==> src/rtl/ufrac_pkg.sv <==
package ufrac_pkg;
  localparam int FIELD_W = 8;
  localparam int CFG_W   = 2 * FIELD_W;
  localparam int ACC_W   = FIELD_W + 2;

  typedef struct packed {
    logic             tick;
    logic [ACC_W-1:0] acc;
  } step_t;

  function automatic logic [ACC_W-1:0] numer_of(input logic [CFG_W-1:0] cfg);
    return {{(ACC_W-FIELD_W){1'b0}}, cfg[CFG_W-1:FIELD_W]} + ACC_W'(1);
  endfunction

  function automatic logic [ACC_W-1:0] denom_of(input logic [CFG_W-1:0] cfg);
    return {{(ACC_W-FIELD_W){1'b0}}, cfg[FIELD_W-1:0]} + ACC_W'(1);
  endfunction

  function automatic step_t accum_step(input logic [ACC_W-1:0] acc,
                                       input logic [ACC_W-1:0] numer,
                                       input logic [ACC_W-1:0] denom);
    step_t            r;
    logic [ACC_W-1:0] sum;
    sum = acc + numer;
    if (numer >= denom) begin
      r.tick = 1'b1;
      r.acc  = '0;
    end else if (sum >= denom) begin
      r.tick = 1'b1;
      r.acc  = sum - denom;
    end else begin
      r.tick = 1'b0;
      r.acc  = sum;
    end
    return r;
  endfunction
endpackage

==> src/rtl/ufrac_cfg_reg.sv <==
module ufrac_cfg_reg
  import ufrac_pkg::*;
#(
  parameter logic [CFG_W-1:0] RESET_CFG = 16'h000B
) (
  input  logic             clk,
  input  logic             rst_n,
  input  logic             wr_en,
  input  logic [CFG_W-1:0] wdata,
  output logic [CFG_W-1:0] cfg_q,
  output logic [ACC_W-1:0] numer,
  output logic [ACC_W-1:0] denom
);
  always_ff @(posedge clk) begin
    if (!rst_n)     cfg_q <= RESET_CFG;
    else if (wr_en) cfg_q <= wdata;
  end

  assign numer = numer_of(cfg_q);
  assign denom = denom_of(cfg_q);
endmodule

==> src/rtl/ufrac_accum.sv <==
module ufrac_accum
  import ufrac_pkg::*;
(
  input  logic             clk,
  input  logic             rst_n,
  input  logic             clear,
  input  logic             hold,
  input  logic [ACC_W-1:0] numer,
  input  logic [ACC_W-1:0] denom,
  output logic [ACC_W-1:0] acc_q,
  output logic             tick_q,
  output logic             wrap_evt
);
  step_t nxt;

  always_comb nxt = accum_step(acc_q, numer, denom);

  assign wrap_evt = nxt.tick && !clear && !hold;

  always_ff @(posedge clk) begin
    if (!rst_n) begin
      acc_q  <= '0;
      tick_q <= 1'b0;
    end else if (clear) begin
      acc_q  <= '0;
      tick_q <= 1'b0;
    end else if (hold) begin
      tick_q <= 1'b0;
    end else begin
      acc_q  <= nxt.acc;
      tick_q <= nxt.tick;
    end
  end
endmodule

==> src/rtl/ufrac_counter.sv <==
module ufrac_counter #(
  parameter int COUNT_W = 32
) (
  input  logic               clk,
  input  logic               rst_n,
  input  logic               inc,
  output logic [COUNT_W-1:0] count_q
);
  always_ff @(posedge clk) begin
    if (!rst_n)   count_q <= '0;
    else if (inc) count_q <= count_q + COUNT_W'(1);
  end
endmodule

==> src/rtl/ufrac_us_timer.sv <==
module ufrac_us_timer
  import ufrac_pkg::*;
#(
  parameter int               COUNT_W   = 32,
  parameter int               DATA_W    = 32,
  parameter int               ADDR_W    = 2,
  parameter logic [CFG_W-1:0] RESET_CFG = 16'h000B
) (
  input  logic              clk,
  input  logic              rst_n,
  input  logic              freeze,
  input  logic              reg_wr,
  input  logic [ADDR_W-1:0] reg_addr,
  input  logic [DATA_W-1:0] reg_wdata,
  output logic [DATA_W-1:0] reg_rdata,
  output logic              tick_o
);
  localparam logic [ADDR_W-1:0] CFG_ADDR = ADDR_W'(0);
  localparam logic [ADDR_W-1:0] CNT_ADDR = ADDR_W'(1);

  logic               cfg_wr;
  logic [CFG_W-1:0]   cfg_q;
  logic [ACC_W-1:0]   numer;
  logic [ACC_W-1:0]   denom;
  logic [ACC_W-1:0]   acc_q;
  logic               wrap_evt;
  logic [COUNT_W-1:0] count_q;

  assign cfg_wr = reg_wr && (reg_addr == CFG_ADDR);

  ufrac_cfg_reg #(.RESET_CFG(RESET_CFG)) cfg_i (
    .clk(clk), .rst_n(rst_n), .wr_en(cfg_wr), .wdata(reg_wdata[CFG_W-1:0]),
    .cfg_q(cfg_q), .numer(numer), .denom(denom)
  );

  ufrac_accum acc_i (
    .clk(clk), .rst_n(rst_n), .clear(cfg_wr), .hold(freeze),
    .numer(numer), .denom(denom), .acc_q(acc_q), .tick_q(tick_o),
    .wrap_evt(wrap_evt)
  );

  ufrac_counter #(.COUNT_W(COUNT_W)) cnt_i (
    .clk(clk), .rst_n(rst_n), .inc(wrap_evt), .count_q(count_q)
  );

  always_comb begin
    case (reg_addr)
      CFG_ADDR: reg_rdata = DATA_W'(cfg_q);
      CNT_ADDR: reg_rdata = DATA_W'(count_q);
      default:  reg_rdata = '0;
    endcase
  end
endmodule


==> config.mk <==
export PLATFORM = sky130hd
export DESIGN_NAME = ufrac_us_timer
export DESIGN_NICKNAME = d
export VERILOG_FILES = /design/src/rtl/ufrac_pkg.sv /design/src/rtl/ufrac_cfg_reg.sv /design/src/rtl/ufrac_accum.sv /design/src/rtl/ufrac_counter.sv /design/src/rtl/ufrac_us_timer.sv
export SDC_FILE = /design/constraint.sdc
export NUM_CORES = 1
export LEC_CHECK = 0
export BUFFER_PORTS_ARGS = -buffer_cell sky130_fd_sc_hd__buf_2
export CAP_MARGIN = 20
export CORE_MARGIN = 2
export CORE_UTILIZATION = 40
export CTS_BUF_LIST = sky130_fd_sc_hd__clkbuf_8
export CTS_CLUSTER_SIZE = 24
export DETAILED_ROUTE_END_ITERATION = 8
export GPL_TIMING_DRIVEN = 0
export PLACE_DENSITY = 0.64
export SETUP_SLACK_MARGIN = 0.3
export SLEW_MARGIN = 20
export SYNTH_ARGS = -nofsm -noshare
export SYNTH_HDL_FRONTEND = slang
export SYNTH_SLANG_ARGS = --single-unit
==> constraint.sdc <==
create_clock -name clk -period 4.7 [get_ports clk]
set_input_delay 0.47 -clock clk [delete_from_list [all_inputs] [get_ports clk]]
set_output_delay 0.47 -clock clk [all_outputs]
set_load 0.02 [all_outputs]
# [After elaboration in Yosys (flattened, before gate mapping)]
# Index checks and enable logic that the tools add are counted.
# Widths: inputs -> output; s select.
[op_classes] n_bitwise=1 n_reduce_logical=8 muxes=3 n_lt_le_gt_ge=2 n_addsub=5 eq_ne=1
[ops] cell="$pmux 32 s2" n=1
[ops] cell="$add 32x1->32 const B" n=1
[ops] cell="$mux 11" n=2
[ops] cell="$add 8x1->9 const B" n=2
[ops] cell="$add 10x9->10" n=1
[ops] cell="$ge 10x9->1" n=1
[ops] cell="$sub 10x9->10" n=1
[ops] cell="$ge 9x9->1" n=1
[ops] cell="$logic_and 1x1->1" n=3
[ops] cell="$reduce_or 3->1" n=1
[ops] cell="$eq 2x1->1 const B" n=1
[ops] cell="$logic_not 1->1" n=2
[ops] cell="$logic_not 2->1" n=1
[ops] cell="$reduce_or 2->1" n=1
[ops] cell="$not 1->1" n=1
[totals] out_inout_bits=33 reg_bits=59 in_bits=38

# [Depth between registers and ports, before layout]
# Gate-level depths: netlist (run 1).
[depth] ltp_word=7 mapped_depth=20

# [By module]
# From an unflattened synthesis (run 1), not the netlist that was laid out.
[hier_totals] cells_unflattened=519 area_unflattened_um2=4406.7
[by_module_without_submodules] mod="ufrac_accum" area_per_inst_um2=1599.0 n_inst=1 cells_per_inst=198
[by_module_without_submodules] mod="ufrac_counter" area_per_inst_um2=1562.7 n_inst=1 cells_per_inst=176
[by_module_without_submodules] mod="ufrac_cfg_reg" area_per_inst_um2=859.6 n_inst=1 cells_per_inst=90
[by_module_without_submodules] mod="ufrac_us_timer" area_per_inst_um2=385.4 n_inst=1 cells_per_inst=55

# [Least setup slack after synthesis (run 1)]
# Ideal clock, no wire load.
[synth_path] path_type="reg-to-reg" start="reg cfg_i.cfg_q[8]" end="reg cnt_i.count_q[15]" stages_incl_launch_ff=21 synth_period_minus_slack_ps=4028 path_buffers=2 setup_time_ps=128 setup_slack_ps=672 arrival_time_ps=3900 required_ps=4572 path_cell_list="dfxtp_1 > and3_1 > nand3_1 > or2_2 > xnor2_1 > ha_1 > or3_1 > a211oi_1 > nor3_1 > xor2_1 > ha_1 > and3_1 > nand3_1 > o221ai_1 > a31oi_1 > nand3b_1 > buf_2 > buf_2 > nand4_1 > xor2_1 > nor2_1"
[synth_between] elab_chain_cells=7 elab_cells_between_ends=8
[synth_lines] item="start: declaration" line_no="ufrac_cfg_reg.sv:10" rtl="output logic [CFG_W-1:0] cfg_q,"
[synth_lines] item="start signal: assignment" line_no="ufrac_cfg_reg.sv:16" rtl="else if (wr_en) cfg_q <= wdata;"
[synth_lines] item="$add 8x1->9 *" line_no="ufrac_pkg.sv:12" rtl="return {{(ACC_W-FIELD_W){1'b0}}, cfg[CFG_W-1:FIELD_W]} + ACC_W'(1);"
[synth_lines] item="$add 10x9->10" line_no="ufrac_pkg.sv:24" rtl="sum = acc + numer;"
[synth_lines] item="$ge 10x9->1" line_no="ufrac_pkg.sv:28" rtl="end else if (sum >= denom) begin"
[synth_lines] item="$mux 11" line_no="ufrac_pkg.sv:28"
[synth_lines] item="$mux 11 *" line_no="ufrac_pkg.sv:25" rtl="if (numer >= denom) begin"
[synth_lines] item="$logic_and 1x1->1 * (2 in series)" line_no="ufrac_accum.sv:18" rtl="assign wrap_evt = nxt.tick && !clear && !hold;"
[synth_lines] item="end signal: assignment" line_no="ufrac_counter.sv:11" rtl="else if (inc) count_q <= count_q + COUNT_W'(1);"
[synth_lines] item="end: declaration" line_no="ufrac_counter.sv:7" rtl="output logic [COUNT_W-1:0] count_q"
# Every way passes the cells marked *; elsewhere a longest branch is shown, timed or not.
# A chain may end at the register's enable or synchronous reset.

# [Final worst setup path (run 1)]
[layout_path] start="reg cfg_i.cfg_q[12]" end="reg cnt_i.count_q[30]"
# The elaborated chain is that of the path after synthesis.

==> flow_metrics.tcl, run 1 <==
set metrics [dict create \
    tritoncts.num_buffers 9 \
    grt_max_degree 11 \
    drt-vias-per-instance 5.367 \
    ir_worst_vdd_v 0.0001713 \
    ioPinCount 71 \
    cts_root_buf "clkbuf_8" \
    endpoint_kind "flip-flop" \
    synth_fp_nets 586 \
    yosys_warnings 0 \
    yosys_most_used_dff "dfxtp_1" \
    die_h_um 105.3 \
    hold_viol_final 0 \
    synthDistinctLibCells 54 \
    syn_inst 515 \
    drc 0 \
    p_int_mw 1.342 \
    setup_viol 0 \
    r2r_setup_slack_ns 0.41 \
    grt_pass1_vias 3568 \
    syn_area_per_cell_um2 7.964 \
    async_flop_share 0 \
    rows 36 \
    worstMarginPinSlew_ns 0.7198 \
    cp_max_fo 9 \
    fin_cells 725 \
    wire_per_inst_um 15.12 \
    clk_pin_slew_ns 0.07 \
    cp.required_ns 4.98 \
    antenna_left 0 \
    cts_tree "built" \
    finish.utilization 0.4989 \
    io_buffers 51 \
    critical_path_class "reg -> reg" \
    p_clk_frac 0.245 \
    cp-endpoint "cnt_i.count_q[30]" \
    htreeDepth 3 \
    hp-class "in -> reg" \
    netlist_area_um2 4101 \
    num_vias 3891 \
    final.min_clock_period_ns 4.287 \
    worst_setup_path_start_kind "flip-flop" \
    core_area_um2 9864 \
    powerDensity_nw_per_um2 444.7 \
    cap_viol_max_count 0 \
    finClkSkew_ns 0.01295 \
    grt_pass1_wl_um 17550 \
    crit_start "cfg_i.cfg_q[12]" \
    drive_above_1_share 0.1926 \
    cts.sink_count 59 \
    syn2layout_area_growth_pct 19.98 \
    firstDrtPassIters 5 \
    die_area_um2 11080 \
    n_antenna_cell 0 \
    rsz0062_at_grt "yes" \
    power.leakage_nw 2.118 \
    antenna_found_initial 0 \
    finalNetCount 658 \
    clk_latency_ns 0.35 \
    ys_seq_area_frac 0.2880 \
    rr_worst_depth 19 \
    swShare 0.3867 \
    r2r_end "cnt_i.count_q[30]" \
    p_sw_mw 0.8462 \
    grt-ovfl-total 0 \
    start_util 0.4158 \
    place_congestion 0.8539 \
    ys_ff_latch 59 \
    grt_usage 0.1976 \
    run_status "completed" \
    post-route-period-util 0.9122 \
    cts_hold_buffers 0 \
    p_seq_frac 0.269 \
    slew_violations 0 \
    detailed_place_hpwl_um 8251 \
    whs_ns 0.3431 \
    arrival_ns 4.56 \
    routed_wl_um 10960 \
    r2r-start "cfg_i.cfg_q[12]" \
    combPwrFrac 0.486 \
    max-slew-margin-rel 0.5201 \
    fmax_mhz 233.3 \
    cts_buffer_depth 2 \
    die_width_um 105.3 \
    synth_edf_count 0 \
    drt_iter0_drc 197 \
    dp_cells 699 \
]
stage by stage:
stage	total power, mW	area, um^2	setup slack [ns]	TNS (ns)
6_report	2.188	4921	0.4128	0
5_1_grt	2.333	4921	0.2387	0
4_1_cts	2.110	4787	0.3419	0
3_5_place_dp	1.530	4523	-0.02250	-0.08393
3_3_place_gp	1.515	4523	0.04152	0
2_1_floorplan	1.321	4101	0.6725	0
how the worst min path moves through the flow:
stage,from,end,slack (ns),cells after the start
2_1_floorplan,acc_i.acc_q[0],acc_i.acc_q[0],0.44,2
3_3_place_gp,cnt_i.count_q[31],cnt_i.count_q[31],0.46,2
3_5_place_dp,acc_i.acc_q[0],acc_i.acc_q[0],0.47,2
4_1_cts,reg_wdata[3],cfg_i.cfg_q[3],0.33,3
5_1_grt,reg_wdata[0],cfg_i.cfg_q[0],0.35,3
6_report,reg_wdata[3],cfg_i.cfg_q[3],0.34,3
cell usage in the layout, fill, tap and decap left out, types with 3 or more instances in the layout:
cell type  netlist  routed
nand2_1         64      64
dfxtp_1         59      55
buf_2            5      54
nor2_1          54      53
a21oi_1         38      38
ha_1            31      28
nand3_1         26      25
and2_1          22      22
xor2_1          24      22
o21ai_0         18      18
mux2i_1         17      17
xnor2_1         18      16
inv_1           15      15
nand4_1         13      13
or3_1           12      12
clkbuf_1        11      11
o21a_1          11      11
clkbuf_8         0      11
buf_4            0      10
and3_1           7       7
nor3_1           6       6
and4_1           5       5
a22oi_1          5       5
a211oi_1         6       4
a21o_1           3       3
o31ai_1          3       3
mux2_2           3       3
dfxtp_2          0       3
clkinv_2         0       3
state kept, by name, indices dropped and copies added, names as in the netlist:
name,cells
acc_i.tick_q,1
acc_i.acc_q,10
cfg_i.cfg_q,16
cnt_i.count_q,32
routing by layer:
metal  global-route usage  wire, um
met3              0.04082       564
met5                    0         0
met2               0.2954      4836
met4              0.05905       172
met1               0.2846      5387
cells in the mapped netlist (all sizes together), types with 2 or more instances:
library cell	n	share of area
nand2b	2	0.0031
o21ai	18	0.022
a31oi	3	0.0046
dfxtp	59	0.29
nor3	6	0.0073
nand2	64	0.059
mux2i	17	0.041
nand3	27	0.034
and4	6	0.013
o211ai	2	0.0037
nand4	15	0.030
mux2	3	0.0082
and2	23	0.035
nor2b	2	0.0031
a21oi	38	0.046
a21o	3	0.0055
a22oi	5	0.0092
o22ai	2	0.0031
or2	2	0.0031
o21a	11	0.020
inv	15	0.014
o31ai	3	0.0055
a211oi	6	0.011
or3	12	0.018
nor2	54	0.049
buf	6	0.0070
and3	9	0.015
nor4	2	0.0067
xnor2	18	0.038
fa	2	0.0098
xor2	24	0.051
ha	31	0.095
a211o	2	0.0043
clkbuf	12	0.012
power groups by stage:
stage / clock network (mW) / registers, mW / logic (mW)
finish: 0.535 / 0.590 / 1.06
global route: 0.562 / 0.598 / 1.17
floorplan: 0 / 0.589 / 0.732
detailed placement: 0 / 0.596 / 0.933
CTS: 0.544 / 0.587 / 0.979
global placement: 0 / 0.596 / 0.920
critical path, cell delays in order (launching register included):
cell      delay [ns]
dfxtp_2         0.39
and3_1          0.17
nand3_1         0.11
or2_2           0.34
xnor2_2         0.16
ha_2            0.23
or3_1           0.40
a211oi_2        0.17
nor3_1          0.09
xor2_1          0.18
ha_1            0.33
and3_1          0.16
nand3_1         0.09
o221ai_1        0.20
a31oi_2         0.08
nand3b_1        0.27
buf_6           0.18
nand3_2         0.16
or3_1           0.38
a21oi_1         0.14
kinds of logic (layout without fill, tap and decap cells):
group / count (synthesis) / after routing / synth area share
flops: 59 / 59 / 0.2880
compound gates: 100 / 100 / 0.1501
mux: 20 / 20 / 0.04972
buf+inv: 35 / 112 / 0.03660
simple gates: 226 / 226 / 0.2816
fa+ha+maj: 33 / 33 / 0.1043
xor+xnor: 42 / 42 / 0.08969
cell type report:
cell class | instances | area [um^2]
Buffer | 19 | 98.84
Clock buffer | 11 | 151.4
Clock inverter | 5 | 75.07
Fill cell | 953 | 4943
Inverter | 16 | 60.06
Multi-Input combinational cell | 421 | 2853
Sequential cell | 59 | 1189
Tap cell | 133 | 166.4
Timing Repair Buffer | 61 | 327.8
what timing repair did:
action | 4_1_cts | 5_1_grt
setup buffers | 3 | 7
resized for setup | 4 | 20
pin swaps | 2 | 5
endpoints found under the setup margin | 32 | 31
Power figures use the tool's default switching activity.
==> inputs of run 2 (changes only) <==
--- a/config.mk
+++ b/config.mk
@@ -8,12 +8,12 @@
 export BUFFER_PORTS_ARGS = -buffer_cell sky130_fd_sc_hd__buf_2
 export CAP_MARGIN = 20
 export CORE_MARGIN = 2
-export CORE_UTILIZATION = 40
+export CORE_UTILIZATION = 55
 export CTS_BUF_LIST = sky130_fd_sc_hd__clkbuf_8
 export CTS_CLUSTER_SIZE = 24
 export DETAILED_ROUTE_END_ITERATION = 8
 export GPL_TIMING_DRIVEN = 0
-export PLACE_DENSITY = 0.64
+export PLACE_DENSITY = 0.83
 export SETUP_SLACK_MARGIN = 0.3
 export SLEW_MARGIN = 20
 export SYNTH_ARGS = -nofsm -noshare
==> constraint.sdc (replaced) <==
create_clock -name clk -period 5 [get_ports clk]
set_input_delay 0.5 -clock clk [delete_from_list [all_inputs] [get_ports clk]]
set_output_delay 0.5 -clock clk [all_outputs]
set_load 0.02 [all_outputs]
==> run 2 against run 1 <==
  * Worst setup slack better by 0.0072 ns
  * Highest routed layer unchanged
  * Global-route usage is 7.5 points higher
  * Critical path type unchanged
  * Maximum frequency is 6.4% lower
==> flow_metrics.tcl, run 2 (synthesis results as in run 1) <==
set metrics [dict create \
    r2r-start "cfg_i.cfg_q[8]" \
    cts_buffer_depth 2 \
    drt_iter0_drc 326 \
    die_width_um 90.36 \
    regMostFlops "cnt_i.count_q" \
    p_seq_frac 0.294 \
    drc 0 \
    endpoint_kind "flip-flop" \
    totalNegativeSetupSlack_ns 0 \
    num_vias 3988 \
    max-slew-margin-rel 0.5285 \
    antenna_left 0 \
    r2r_setup_slack_ns 0.42 \
    final.min_clock_period_ns 4.580 \
    detailed_place_hpwl_um 8001 \
    p_clk_frac 0.215 \
    run_status "completed" \
    crit_start "cfg_i.cfg_q[8]" \
    core_area_um2 7253 \
    die_area_um2 8164 \
    grt_usage 0.2727 \
    die_h_um 90.36 \
    p_sw_mw 0.7698 \
    io_buffers 51 \
    place_congestion 0.9194 \
    tritoncts.num_buffers 9 \
    cts.sink_count 59 \
    fin_total_pwr_mw 1.882 \
    hp-class "in -> reg" \
    rows 31 \
    antenna_found_initial 0 \
    finalNetCount 651 \
    fmax_mhz 218.3 \
    start_util 0.5655 \
    swShare 0.4091 \
    slew_violations 0 \
    rsz0062_at_grt "yes" \
    firstDrtPassIters 5 \
    critical_path_class "reg -> reg" \
    hp-start "reg_wdata[12]" \
    seq_area_um2 1190 \
    worst_setup_path_start_kind "flip-flop" \
    hold_viol_final 0 \
    setup_viol 0 \
    power.leakage_nw 2.051 \
    clk_latency_ns 0.35 \
    layout_commonest_cell "nand2_1" \
    syn2layout_area_growth_pct 14.92 \
    routed_wl_um 10920 \
    grt_max_degree 11 \
    cap_viol_max_count 0 \
    whs_ns 0.3814 \
    worstMarginPinSlew_ns 0.7072 \
    grt-ovfl-total 0 \
    multi_input_comb_area_um2 2789 \
    wire_per_inst_um 15.96 \
    n_antenna_cell 0 \
    fill_cells 609 \
    grt_pass1_wl_um 17840 \
    drt-vias-per-instance 5.830 \
    reg_top3 "cnt_i.count_q (32), cfg_i.cfg_q (16), acc_i.acc_q (10)" \
    post-route-period-util 0.9160 \
    grt_pass1_vias 3742 \
    cts_tree "built" \
    p_int_mw 1.112 \
    largest_reg_flops 32 \
    ioPinCount 71 \
    drive_above_1_share 0.1624 \
    cts_root_buf "clkbuf_8" \
    finClkSkew_ns 0.009419 \
    htreeDepth 3 \
    combPwrFrac 0.491 \
    layout_common_cells "nand2_1, dfxtp_1, buf_2" \
    powerDensity_nw_per_um2 399.3 \
    arrival_ns 4.84 \
    cp_max_fo 10 \
    clk_pin_slew_ns 0.07 \
    cp.required_ns 5.26 \
    ir_worst_vdd_v 0.0002070 \
]
## run 2: path summary, 6_finish.rpt
path,end,cells after the start
worst max-delay path,cnt_i.count_q[30],19
worst min-delay path,cfg_i.cfg_q[12],3
worst max register to register,cnt_i.count_q[30],19
worst min register to register,acc_i.acc_q[0],2
## run 2: layout make-up
class	count	share of cell area
Clock buffer	11	0.03212
Multi-Input combinational cell	421	0.5917
Timing Repair Buffer	54	0.05893
Sequential cell	59	0.2525
Inverter	16	0.01274
Buffer	19	0.01964
Tap cell	99	0.02628
Clock inverter	5	0.006106
## run 2: routing by layer
metal / GRT usage / wire length, um / up-vias
li1: - / - / 1947
met1: 0.3547 / 4867 / 1863
met2: 0.4367 / 5147 / 151
met3: 0.06093 / 627 / 27
met4: 0.1154 / 278 / 0
met5: 0 / 0 / -
## run 2: worst max-delay path, stage by stage (launching register included)
cell and delay [ns]:
dfxtp_4 0.40, and3_1 0.18, nand3_1 0.11, or2_2 0.33, xnor2_1 0.17, ha_1 0.25, or3_1 0.38, a211oi_1 0.21
nor3_2 0.09, xor2_1 0.17, ha_1 0.38, and3_1 0.17, nand3_1 0.09, o221ai_1 0.20, a31oi_2 0.10, nand3b_1 0.21
clkbuf_4 0.25, nand3_2 0.17, or3_1 0.39, a21oi_1 0.23
## run 2: power groups by stage
| stage | Combinational, mW | Clock (mW) | Sequential, mW |
|---|---|---|---|
| floorplan | 0.688 | 0 | 0.554 |
| global placement | 0.845 | 0 | 0.559 |
| detailed placement | 0.859 | 0 | 0.561 |
| CTS | 0.868 | 0.407 | 0.552 |
| global route | 1.02 | 0.430 | 0.558 |
| finish | 0.925 | 0.404 | 0.553 |
## run 2: per-stage QoR
step / utilization / std cells / instance area, um^2 / setup WS (ns)
floorplan: - / 515 / 4101 / 0.9725
global placement: 0.6177 / 665 / 4481 / 0.4164
detailed placement: 0.6177 / 665 / 4481 / 0.3188
CTS: 0.6436 / 681 / 4668 / 0.3213
global route: 0.6498 / 684 / 4713 / 0.2164
finish: 0.6498 / 684 / 4713 / 0.4199
## run 2: repair_timing
item | in CTS | in global routing
pin swaps | 0 | 2
hold buffers | 0 | 0
gates resized for setup | 2 | 8
buffers inserted | 0 | 3
setup endpoints to repair | 5 | 29
